## src/rtl/tml_pkg.sv

```systemverilog
package tml_pkg;
  localparam int SETUP_SPAN   = 32;
  localparam int SETUP_STRIDE = 128;
  localparam int SETUP_CNT    = 2;
  localparam int PULSE_SPAN   = 64;
  localparam int PULSE_STRIDE = 256;
  localparam int PULSE_CNT    = 2;
  localparam int CYCLE_SPAN   = 128;
  localparam int CYCLE_STRIDE = 256;
  localparam int CYCLE_CNT    = 4;
  localparam int CS_LIMIT     = 319;
  localparam int FLOAT_MAX    = 15;
  localparam int FLOAT_SLOW_NS = 30;
  localparam int FLOAT_FAST_NS = 20;

  localparam int SETUP_ENC_W = 6;
  localparam int PULSE_ENC_W = 7;
  localparam int CYCLE_ENC_W = 9;
  localparam int FLOAT_W     = 4;
  localparam int SAT_W       = 5;

  localparam int SAT_SETUP = 0;
  localparam int SAT_PULSE = 1;
  localparam int SAT_CYCLE = 2;
  localparam int SAT_CS    = 3;
  localparam int SAT_FLOAT = 4;

  typedef enum logic [2:0] {
    ST_IDLE, ST_CONV, ST_SNAP_SP, ST_SNAP_CY, ST_SNAP_CS, ST_PACK, ST_DONE
  } state_e;
endpackage

```

## src/rtl/tml_ns2cyc.sv

```systemverilog
module tml_ns2cyc #(
  parameter int NS_W  = 16,
  parameter int M_W   = 20,
  parameter int CYC_W = 20
) (
  input  logic [M_W-1:0]   mul_i,
  input  logic [NS_W-1:0]  ns_i,
  output logic [CYC_W-1:0] cyc_o
);
  localparam int P_W = NS_W + M_W + 1;

  logic [P_W-1:0] prod;
  logic           spare_bits;

  always_comb begin
    prod  = P_W'(ns_i) * P_W'(mul_i) + P_W'(65536);
    cyc_o = prod[16 +: CYC_W];
  end

  assign spare_bits = ^{prod[15:0], prod[P_W-1:16+CYC_W]};
endmodule

```

## src/rtl/tml_range_snap.sv

```systemverilog
module tml_range_snap #(
  parameter int W      = 22,
  parameter int SPAN   = 32,
  parameter int STRIDE = 128,
  parameter int CNT    = 2
) (
  input  logic [W-1:0] v_i,
  output logic [W-1:0] val_o,
  output logic         sat_o
);
  localparam int SH  = $clog2(STRIDE);
  localparam int KW  = W - SH;
  localparam int TOP = (CNT - 1) * STRIDE + SPAN - 1;

  logic [KW-1:0] k;
  logic [SH-1:0] off;

  always_comb begin
    k     = v_i[W-1:SH];
    off   = v_i[SH-1:0];
    val_o = v_i;
    sat_o = 1'b0;
    if (k >= KW'(CNT)) begin
      val_o = W'(TOP);
      sat_o = 1'b1;
    end else if ({1'b0, off} >= (SH+1)'(SPAN)) begin
      // in a gap: next range start, or clamp after the last range
      if ((k + KW'(1)) < KW'(CNT)) begin
        val_o = {k + KW'(1), {SH{1'b0}}};
      end else begin
        val_o = W'(TOP);
        sat_o = 1'b1;
      end
    end
  end
endmodule

```

## src/rtl/tml_encode.sv

```systemverilog
module tml_encode #(
  parameter int W = 22
) (
  input  logic [W-1:0] setup_i,
  input  logic [W-1:0] pulse_i,
  input  logic [W-1:0] cycle_i,
  input  logic [W-1:0] cs_i,
  output logic [5:0]   setup_o,
  output logic [6:0]   pulse_o,
  output logic [8:0]   cycle_o,
  output logic [6:0]   cs_o
);
  logic spare_bits;

  assign setup_o = {setup_i[7], setup_i[4:0]};
  assign pulse_o = {pulse_i[8], pulse_i[5:0]};
  assign cs_o    = {cs_i[8], cs_i[5:0]};
  assign cycle_o = {cycle_i[9:8], cycle_i[6:0]};

  assign spare_bits = ^{setup_i[W-1:8], setup_i[6:5],
                        pulse_i[W-1:9], pulse_i[7:6],
                        cs_i[W-1:9], cs_i[7:6],
                        cycle_i[W-1:10], cycle_i[7]};
endmodule

```

## src/rtl/mem_timing_legalizer.sv

```systemverilog
module mem_timing_legalizer
  import tml_pkg::*;
#(
  parameter int F_W      = 32,
  parameter int NS_W     = 16,
  parameter int CYC_W    = 20,
  parameter int MAX_ITER = 4
) (
  input  logic             clk_i,
  input  logic             rst_ni,
  input  logic             start_i,
  input  logic [F_W-1:0]   freq_hz_i,
  input  logic [NS_W-1:0]  setup_ns_i,
  input  logic [NS_W-1:0]  pulse_ns_i,
  input  logic [NS_W-1:0]  cycle_ns_i,
  input  logic             fast_mode_i,
  output logic             busy_o,
  output logic             done_o,
  output logic [5:0]       setup_enc_o,
  output logic [6:0]       pulse_enc_o,
  output logic [8:0]       cycle_enc_o,
  output logic [6:0]       cs_pulse_enc_o,
  output logic [3:0]       float_cyc_o,
  output logic [4:0]       sat_o,
  output logic             calc_err_o,
  output logic             loop_err_o
);
  localparam int M_W  = F_W - 12;
  localparam int CW   = CYC_W + 2;
  localparam int PW   = $clog2(MAX_ITER + 1);
  localparam int N_IN = 4;

  state_e           state_q;
  logic [F_W-1:0]   freq_q;
  logic [NS_W-1:0]  ns_q [N_IN];
  logic [CYC_W-1:0] conv [N_IN];
  logic [F_W+15:0]  mul_wide;
  logic [M_W-1:0]   mul;
  logic             spare_bits;

  logic [CW-1:0]    setup_q, pulse_q, cyc_q, cs_q;
  logic [3:0]       float_q;
  logic [4:0]       sat_q;
  logic             cerr_q, lerr_q;
  logic [PW-1:0]    pass_q;

  logic [CW-1:0]    s_val, p_val, c_val, cs_val;
  logic             s_sat, p_sat, c_sat, cs_sat;
  logic [CW-1:0]    cyc_add;
  logic [5:0]       setup_e;
  logic [6:0]       pulse_e, cs_e;
  logic [8:0]       cycle_e;

  // fixed-point multiplier, frequency scaled to cycles per ns << 16
  always_comb begin
    mul_wide = ((F_W+16)'(freq_q / F_W'(10000)) << 16) / (F_W+16)'(100000);
    mul      = mul_wide[M_W-1:0];
  end
  assign spare_bits = ^mul_wide[F_W+15:M_W];

  for (genvar g = 0; g < N_IN; g++) begin : g_conv
    tml_ns2cyc #(.NS_W(NS_W), .M_W(M_W), .CYC_W(CYC_W)) u_conv (
      .mul_i(mul), .ns_i(ns_q[g]), .cyc_o(conv[g])
    );
  end

  tml_range_snap #(.W(CW), .SPAN(SETUP_SPAN), .STRIDE(SETUP_STRIDE), .CNT(SETUP_CNT))
    u_snap_setup (.v_i(setup_q), .val_o(s_val), .sat_o(s_sat));
  tml_range_snap #(.W(CW), .SPAN(PULSE_SPAN), .STRIDE(PULSE_STRIDE), .CNT(PULSE_CNT))
    u_snap_pulse (.v_i(pulse_q), .val_o(p_val), .sat_o(p_sat));
  tml_range_snap #(.W(CW), .SPAN(CYCLE_SPAN), .STRIDE(CYCLE_STRIDE), .CNT(CYCLE_CNT))
    u_snap_cycle (.v_i(cyc_q), .val_o(c_val), .sat_o(c_sat));
  tml_range_snap #(.W(CW), .SPAN(PULSE_SPAN), .STRIDE(PULSE_STRIDE), .CNT(PULSE_CNT))
    u_snap_cs (.v_i(cs_q), .val_o(cs_val), .sat_o(cs_sat));

  tml_encode #(.W(CW)) u_enc (
    .setup_i(setup_q), .pulse_i(pulse_q), .cycle_i(cyc_q), .cs_i(cs_q),
    .setup_o(setup_e), .pulse_o(pulse_e), .cycle_o(cycle_e), .cs_o(cs_e)
  );

  // raises charged to the cycle; a clamp is never charged
  always_comb begin
    cyc_add = cyc_q;
    if (!s_sat) cyc_add = cyc_add + (s_val - setup_q);
    if (!p_sat) cyc_add = cyc_add + (p_val - pulse_q);
  end

  assign busy_o = (state_q != ST_IDLE) && (state_q != ST_DONE);
  assign done_o = (state_q == ST_DONE);

  always_ff @(posedge clk_i or negedge rst_ni) begin
    if (!rst_ni) begin
      state_q        <= ST_IDLE;
      freq_q         <= '0;
      for (int i = 0; i < N_IN; i++) ns_q[i] <= '0;
      setup_q        <= '0;
      pulse_q        <= '0;
      cyc_q          <= '0;
      cs_q           <= '0;
      float_q        <= '0;
      sat_q          <= '0;
      cerr_q         <= 1'b0;
      lerr_q         <= 1'b0;
      pass_q         <= '0;
      setup_enc_o    <= '0;
      pulse_enc_o    <= '0;
      cycle_enc_o    <= '0;
      cs_pulse_enc_o <= '0;
      float_cyc_o    <= '0;
      sat_o          <= '0;
      calc_err_o     <= 1'b0;
      loop_err_o     <= 1'b0;
    end else begin
      unique case (state_q)
        ST_IDLE, ST_DONE: begin
          if (start_i) begin
            freq_q  <= freq_hz_i;
            ns_q[0] <= setup_ns_i;
            ns_q[1] <= pulse_ns_i;
            ns_q[2] <= cycle_ns_i;
            ns_q[3] <= fast_mode_i ? NS_W'(FLOAT_FAST_NS) : NS_W'(FLOAT_SLOW_NS);
            sat_q   <= '0;
            cerr_q  <= 1'b0;
            lerr_q  <= 1'b0;
            pass_q  <= '0;
            state_q <= ST_CONV;
          end
        end
        ST_CONV: begin
          setup_q <= CW'(conv[0]);
          pulse_q <= CW'(conv[1]);
          cyc_q   <= CW'(conv[2]);
          if (conv[3] > CYC_W'(FLOAT_MAX)) begin
            float_q          <= 4'(FLOAT_MAX);
            sat_q[SAT_FLOAT] <= 1'b1;
          end else begin
            float_q <= conv[3][3:0];
          end
          state_q <= ST_SNAP_SP;
        end
        ST_SNAP_SP: begin
          setup_q          <= s_val;
          pulse_q          <= p_val;
          cyc_q            <= cyc_add;
          sat_q[SAT_SETUP] <= sat_q[SAT_SETUP] | s_sat;
          sat_q[SAT_PULSE] <= sat_q[SAT_PULSE] | p_sat;
          state_q          <= ST_SNAP_CY;
        end
        ST_SNAP_CY: begin
          cyc_q            <= c_val;
          cs_q             <= c_val;
          sat_q[SAT_CYCLE] <= sat_q[SAT_CYCLE] | c_sat;
          if (c_val > CW'(CS_LIMIT)) begin
            cerr_q  <= 1'b1;
            state_q <= ST_PACK;
          end else begin
            state_q <= ST_SNAP_CS;
          end
        end
        ST_SNAP_CS: begin
          cs_q          <= cs_val;
          sat_q[SAT_CS] <= sat_q[SAT_CS] | cs_sat;
          if (cs_val != cs_q) begin
            cyc_q <= cs_val;
            if (pass_q == PW'(MAX_ITER - 1)) begin
              lerr_q  <= 1'b1;
              state_q <= ST_PACK;
            end else begin
              pass_q  <= pass_q + PW'(1);
              state_q <= ST_SNAP_SP;
            end
          end else begin
            state_q <= ST_PACK;
          end
        end
        ST_PACK: begin
          setup_enc_o    <= setup_e;
          pulse_enc_o    <= pulse_e;
          cycle_enc_o    <= cycle_e;
          cs_pulse_enc_o <= cs_e;
          float_cyc_o    <= float_q;
          sat_o          <= sat_q;
          calc_err_o     <= cerr_q;
          loop_err_o     <= lerr_q;
          state_q        <= ST_DONE;
        end
        default: state_q <= ST_IDLE;
      endcase
    end
  end
endmodule

```

## config.mk

```make
export PLATFORM = sky130hd
export DESIGN_NAME = mem_timing_legalizer
export DESIGN_NICKNAME = d
export VERILOG_FILES = /design/src/rtl/tml_pkg.sv /design/src/rtl/tml_ns2cyc.sv /design/src/rtl/tml_range_snap.sv /design/src/rtl/tml_encode.sv /design/src/rtl/mem_timing_legalizer.sv
export SDC_FILE = /design/constraint.sdc
export NUM_CORES = 2
export LEC_CHECK = 0
export ABC_AREA = 1
export BUFFER_PORTS_ARGS = -buffer_cell sky130_fd_sc_hd__buf_2
export CORE_MARGIN = 5
export CORE_UTILIZATION = 40
export CTS_CLUSTER_DIAMETER = 40
export DETAILED_ROUTE_END_ITERATION = 10
export PLACE_DENSITY = 0.62
export SYNTH_ARGS = -nofsm -noshare
export SYNTH_HDL_FRONTEND = slang
export SYNTH_SLANG_ARGS = --single-unit
```

## constraint.sdc

```tcl
create_clock -name clk_i -period 39.6 [get_ports clk_i]
set_input_delay 3.96 -clock clk_i [delete_from_list [all_inputs] [get_ports clk_i]]
set_output_delay 3.96 -clock clk_i [all_outputs]
set_load 0.02 [all_outputs]
```

---- After elaboration in Yosys (flattened, before gate mapping) ----
Cells that the tools add are included.
W data, S select, Z words.
operators by class
  $add $sub $neg .......................... 13
  $mul .................................... 4
  div/mod/pow operators ................... 2
  $lt $le $gt $ge ......................... 14
  eq/ne operators ......................... 15
  mux-type cells .......................... 54
  bitwise operators ....................... 4
  reduce and logical (&&, ||, !) cells .... 20
operators with widths
  operator                  number
  $mux W22                  15
  $add A36 B17 Y36 const B  4
  $mul A16 B20 Y36          4
  $pmux W22 S2              3
  $pmux W22 S4              1
  $div A32 B14 Y48 const B  1
  $div A48 B17 Y48 const B  1
  $add A22 B22 Y22          2
  $sub A22 B22 Y22          2
  $add A14 B1 Y14 const B   3
  $ge A14 B2 Y1 const B     2
  $lt A14 B2 Y1 const B     2
  $gt A22 B9 Y1 const B     1
  $ne A22 B22 Y1            1
  $gt A20 B4 Y1 const B     1
  $mux W1                   18
  $mux W3                   6
  $pmux W3 S6               1
  $ge A8 B7 Y1 const B      2
  $add A15 B1 Y15 const B   1
  $ge A15 B2 Y1 const B     1
  $lt A15 B2 Y1 const B     1
  $ge A14 B3 Y1 const B     1
  $lt A14 B3 Y1 const B     1
  23 further kinds          51
storage, ports and cells
  bits in registers ....................... 241
  bits of input ports ..................... 84
  output and inout bits ................... 42
  word-level logic and storage cells ...... 152

---- Depth between registers and ports, before layout ----
  depth after elaboration ................. 11
  mapped depth ............................ 287
  depth with buffers taken out ............ 267

---- Hierarchy ----
From an unflattened synthesis, not the netlist that was laid out.
second synthesis, totals
  cells, all modules ...................... 11253
  area, all modules ....................... 79024.5 um^2
modules (own cells, without submodules)
  module                             instances  cells an instance  area an instance (um^2)  sequential area each (um^2)
  tml_ns2cyc (g_conv[0].u_conv ...)  3          1534               11162.0                  0.0
  mem_timing_legalizer               1          4778               32477.4                  5580.4
  tml_ns2cyc (g_conv[3].u_conv)      1          1534               11164.5                  0.0
  tml_range_snap (u_snap_setup)      1          131                679.4                    0.0
  tml_range_snap (u_snap_cs ...)     2          57                 305.3                    0.0
  tml_range_snap (u_snap_cycle)      1          65                 389.1                    0.0
  tml_encode                         1          29                 217.7                    0.0

---- Worst setup path before layout ----
Ideal clock, no wire load.
  path kind ............................... register -> register
  start point ............................. register freq_q[22]
  end point ............................... register cyc_q[14]
  setup time .............................. 124 ps
  arrival time ............................ 32588 ps
  data required time ...................... 39476 ps
  setup slack ............................. 6888 ps
  cell stages (with the launch flop) ...... 256
  buffers on the path ..................... 45
  period minus slack after synthesis ...... 32712 ps
  cell sequence ........................... dfrtp_1 -> nor2_2 -> nand2_2 -> nand3_2 -> nand2_2 -> nand2_1 -> nand2_2 -> nand2_2 -> nor2_2 -> nor2_2 -> nand2_4 -> buf_12 -> a21oi_4 -> nand2_1 -> nor2_2 -> nand3_4 -> nand3_4 -> buf_6 -> [... 220 more ...] -> fa_1 -> inv_1 -> fa_1 -> inv_1 -> fa_1 -> inv_1 -> ha_1 -> a21oi_1 -> inv_1 -> a31oi_1 -> o21ai_0 -> a21oi_1 -> nand2_1 -> nand2_1 -> nand2_1 -> xor2_1 -> o21ai_1 -> o21ai_1
between the ends
  cells in the longest elaborated chain, start to end .. 5
RTL lines
  what                    RTL line                     source
  from (decl)             mem_timing_legalizer.sv:34   logic [F_W-1:0] freq_q;
  from (signal assigned)  mem_timing_legalizer.sv:117  freq_q <= freq_hz_i;
  $div A32 B14 Y48        mem_timing_legalizer.sv:56   mul_wide = ((F_W+16)'(freq_q / F_W'(10000)) << 16) / (F_W+16)'(100000);
  $div A48 B17 Y48        mem_timing_legalizer.sv:56
  $mul A16 B20 Y36        tml_ns2cyc.sv:16             prod = P_W'(ns_i) * P_W'(mul_i) + P_W'(65536);
  $add A36 B17 Y36        tml_ns2cyc.sv:16
  $pmux W22 S4            mem_timing_legalizer.sv:114  unique case (state_q)
  to (signal assigned)    mem_timing_legalizer.sv:132  cyc_q <= CW'(conv[2]);
  to (signal assigned)    mem_timing_legalizer.sv:144  cyc_q <= cyc_add;
  to (signal assigned)    mem_timing_legalizer.sv:150  cyc_q <= c_val;
  to (decl)               mem_timing_legalizer.sv:41   logic [CW-1:0] setup_q, pulse_q, cyc_q, cs_q;
No other way between the ends.
A chain may end at the register's enable or synchronous reset.

---- Worst setup path after layout ----
  start point ............................. register freq_q[25]
  end point ............................... register setup_q[4]
between the ends
  cells in the longest elaborated chain, start to end .. 5
RTL lines
  what                  RTL line                     source
  $div A32 B14 Y48      mem_timing_legalizer.sv:56
  $div A48 B17 Y48      mem_timing_legalizer.sv:56
  $mul A16 B20 Y36      tml_ns2cyc.sv:16
  $add A36 B17 Y36      tml_ns2cyc.sv:16
  $pmux W22 S2          mem_timing_legalizer.sv:114
  to (signal assigned)  mem_timing_legalizer.sv:130  setup_q <= CW'(conv[0]);
  to (signal assigned)  mem_timing_legalizer.sv:142  setup_q <= s_val;
  to (decl)             mem_timing_legalizer.sv:41
No other way between the ends.

==> results.sh <==
export IMPL_drt_iter0_markers=3400
export IMPL_rsz0062_at_grt="no"
export IMPL_cts_max_level=3
export IMPL_gr_usage_all_layers=0.209
export IMPL_row_count=151
export IMPL_ant_nets=0
export IMPL_arrival_ns=37.10
export IMPL_tightest_slew_ns=0.980
export IMPL_setup_viol=0
export IMPL_cts_sinks=223
export IMPL_drtPass1Iterations=8
export IMPL_n_fill_cell=17400
export IMPL_fin_crit_sh=0.924
export IMPL_period_minus_slack_ns=36.61
export IMPL_synth_edf_count=0
export IMPL_top_usage_layer="met2"
export IMPL_slew_violations=0
export IMPL_fin_setup_tns_ns=0
export IMPL_cp_start_kind="flip-flop"
export IMPL_crit_top_cell="nand2_4"
export IMPL_hold_class="reg -> reg"
export IMPL_gr_usage_met3=0.0333
export IMPL_pin_count=126
export IMPL_nNetsFinal=10500
export IMPL_synthTopCellsByCount="nand2_1 (1976), inv_1 (1664), fa_1 (783), nor2_1 (685), ha_1 (528)"
export IMPL_slew_headroom=0.346
export IMPL_drive_above_1_share=0.171
export IMPL_cts_inserted_buffers=67
export IMPL_grt_pass1_vias=58000
export IMPL_path_max_fanout=44
export IMPL_clk_pin_slew_ns=0.05
export IMPL_place_congestion=0.929
export IMPL_cap_violations=0
export IMPL_crit_required_ns=40.09
export IMPL_cp_end_kind="flip-flop"
export IMPL_coreArea_mm2=0.169
export IMPL_worstSetupPathType="reg -> reg"
export IMPL_ys_seq_elements=223
export IMPL_yosys_most_used_dff="dfrtp_1"
export IMPL_grt_first_pass_wirelength_um=306000
export IMPL_hold_viol_final=0
export IMPL_seqCellArea_mm2=0.00558
export IMPL_fp_dieH_um=422
export IMPL_status="finished, final reports clean"
export IMPL_multiInputGateArea_mm2=0.0528
export IMPL_die_area_mm2=0.178
export IMPL_grt_util_met2=0.355
export IMPL_async_flop_share=1.00
export IMPL_grt_overflow_total=0
export IMPL_cts_tree="yes"
export IMPL_synth_cells=9134
export IMPL_grt_max_degree=126
export IMPL_antenna_found_initial=10
export IMPL_crit_path_max_incr_delay_ns=0.57
export IMPL_yosys_area_top_type="fa_1"
export IMPL_clock_path_buffers=3
export IMPL_fin_skew_ns=0.0440
export IMPL_vias=57900
export IMPL_drt_wirelength_per_cell_um=16.6
export IMPL_critPathSlowestCell="fa_1"
export IMPL_netlist_area_mm2=0.0680
export IMPL_drc=0
export IMPL_gr_usage_met1=0.275
export IMPL_yosys_top_cells_area="fa_1 (23%), nand2_1 (11%), ha_1 (9.7%), inv_1 (9.2%), dfrtp_1 (8.2%)"
export IMPL_die_width_um=422
export IMPL_fmax_ghz=0.0273
export IMPL_hpwl_um=151000
export IMPL_yosysTopAreaCellShare=0.231
export IMPL_synthToLayoutAreaGrowth_pct=5.81
export IMPL_ys_types=97
export IMPL_io_buffers=121
export IMPL_cts_hold_buffers=0
export IMPL_synth_most_common_cell="nand2_1"
export IMPL_ys_seq_area_frac=0.0821
export IMPL_via_per_inst=5.08
export IMPL_cts_root_buf="clkbuf_16"
export IMPL_start_util=0.402
export IMPL_yosys_warnings=0
export IMPL_avgSynthCellArea_um2=7.44
export IMPL_wirelength_um=189000
export IMPL_clock_latency_ns=0.65
-- state kept, by name (all words and copies together) (netlist names) --
name,cells
cerr_q,1
cycle_enc_o,9
cyc_q,22
sat_o,5
setup_q,22
freq_q,28
pulse_enc_o,7
calc_err_o,1
float_cyc_o,4
ns_q,50
float_q,4
setup_enc_o,6
pass_q,3
pulse_q,22
loop_err_o,1
cs_pulse_enc_o,7
sat_q,5
state_q,3
cs_q,22
lerr_q,1
-- cell type report --
class	count	share of cell area
multi-input cells	6813	0.734
inverters	1847	0.104
flip-flops and latches	223	0.0776
well taps	2218	0.0386
clock buffers	78	0.0247
repair buffers	173	0.0145
clock inverters	39	0.00709
diodes	3	0.000104
-- cells in the final DEF, fill, tap and decap left out, drive strengths merged, types with 4 or more instances in the layout --
cell	instances
conb	27
clkbuf	79
nor3	65
nand2	2679
o21ai	454
clkinv	64
o21a	23
a211oi	5
dfrtp	223
o21bai	19
o22ai	10
xnor2	34
o211ai	17
nor4	26
nand3b	38
fa	783
inv	1799
xor2	149
o2111ai	5
ha	528
nand4	112
a31oi	28
or2	5
clkinvlp	4
o221ai	4
nor2	858
a21o	6
a22oi	10
buf	172
bufinv	19
mux2	5
a21boi	13
nand3	589
a21oi	296
-- per-layer routing --
metal / part of all wire / wire, µm / vias up
met5: 0.00023 / 44 / -
li1: - / - / 28000
met3: 0.062 / 11700 / 331
met2: 0.48 / 89700 / 1532
met1: 0.43 / 81400 / 28000
met4: 0.032 / 5950 / 6
-- metrics by stage --
| step | utilization | hold slack (ns) | setup WS, ns | cell area [µm²] | instances |
|---|---|---|---|---|---|
| after global routing | 0.425 | 0.511 | 0.0516 | 71900 | 11400 |
| after global placement | 0.410 | 0.463 | 2.08 | 69400 | 11300 |
| after CTS | 0.423 | 0.485 | 1.22 | 71700 | 11400 |
| final | 0.425 | 0.482 | 2.99 | 72000 | 11400 |
| after detailed placement | 0.410 | 0.472 | 1.31 | 69400 | 11300 |
| after floorplan | - | 0.438 | 6.89 | 68100 | 9159 |
-- kinds of logic after synthesis --
family                   count (synthesis)  share of synthesized area
AND/OR/NAND/NOR                       4376                      0.342
multiplexers                             6                   0.000975
XOR/XNOR                               183                     0.0251
AO/OA/AOI/OAI                          905                     0.0782
flip-flops                             223                     0.0821
adder cells (fa/ha/maj)               1311                      0.328
buffers and inverters                 2128                      0.144
other                                    2                   0.000110
-- critical path: cells and delay by family, from the launching register on --
| kind | cells | cell delay, ns |
|---|---|---|
| AO/OA/AOI/OAI | 13 | 2.65 |
| adder cells (fa/ha/maj) | 11 | 4.59 |
| buffers and inverters | 23 | 4.52 |
| flip-flops | 1 | 0.46 |
| AND/OR/NAND/NOR | 169 | 23.84 |
-- path summary, 6_finish.rpt --
| path | from | endpoint | slack [ns] | cells after the start |
|---|---|---|---|---|
| worst max-delay path | freq_q[25]$_DFFE_PN0P_ | setup_q[4]$_DFFE_PN0P_ | 2.99 | 216 |
| worst min-delay path | setup_enc_o[0]$_DFFE_PN0P_ | setup_enc_o[0]$_DFFE_PN0P_ | 0.48 | 2 |
| worst max register to register | freq_q[25]$_DFFE_PN0P_ | setup_q[4]$_DFFE_PN0P_ | 2.99 | 216 |
| worst min register to register | setup_enc_o[0]$_DFFE_PN0P_ | setup_enc_o[0]$_DFFE_PN0P_ | 0.48 | 2 |
| max in group asynchronous | rst_ni | ns_q[60]$_DFFE_PN0P_ | 34.83 | 2 |
| min in group asynchronous | rst_ni | cs_pulse_enc_o[4]$_DFFE_PN0P_ | 3.41 | 1 |
-- what timing repair did --
| action | CTS | global route |
|---|---|---|
| gates resized for setup | 0 | 20 |
| setup buffers | 0 | 14 |
| endpoints found under the setup margin | 0 | 60 |
Power is not shown: default switching activity piles up to over one toggle a cycle in this logic, so the estimate is an artifact.
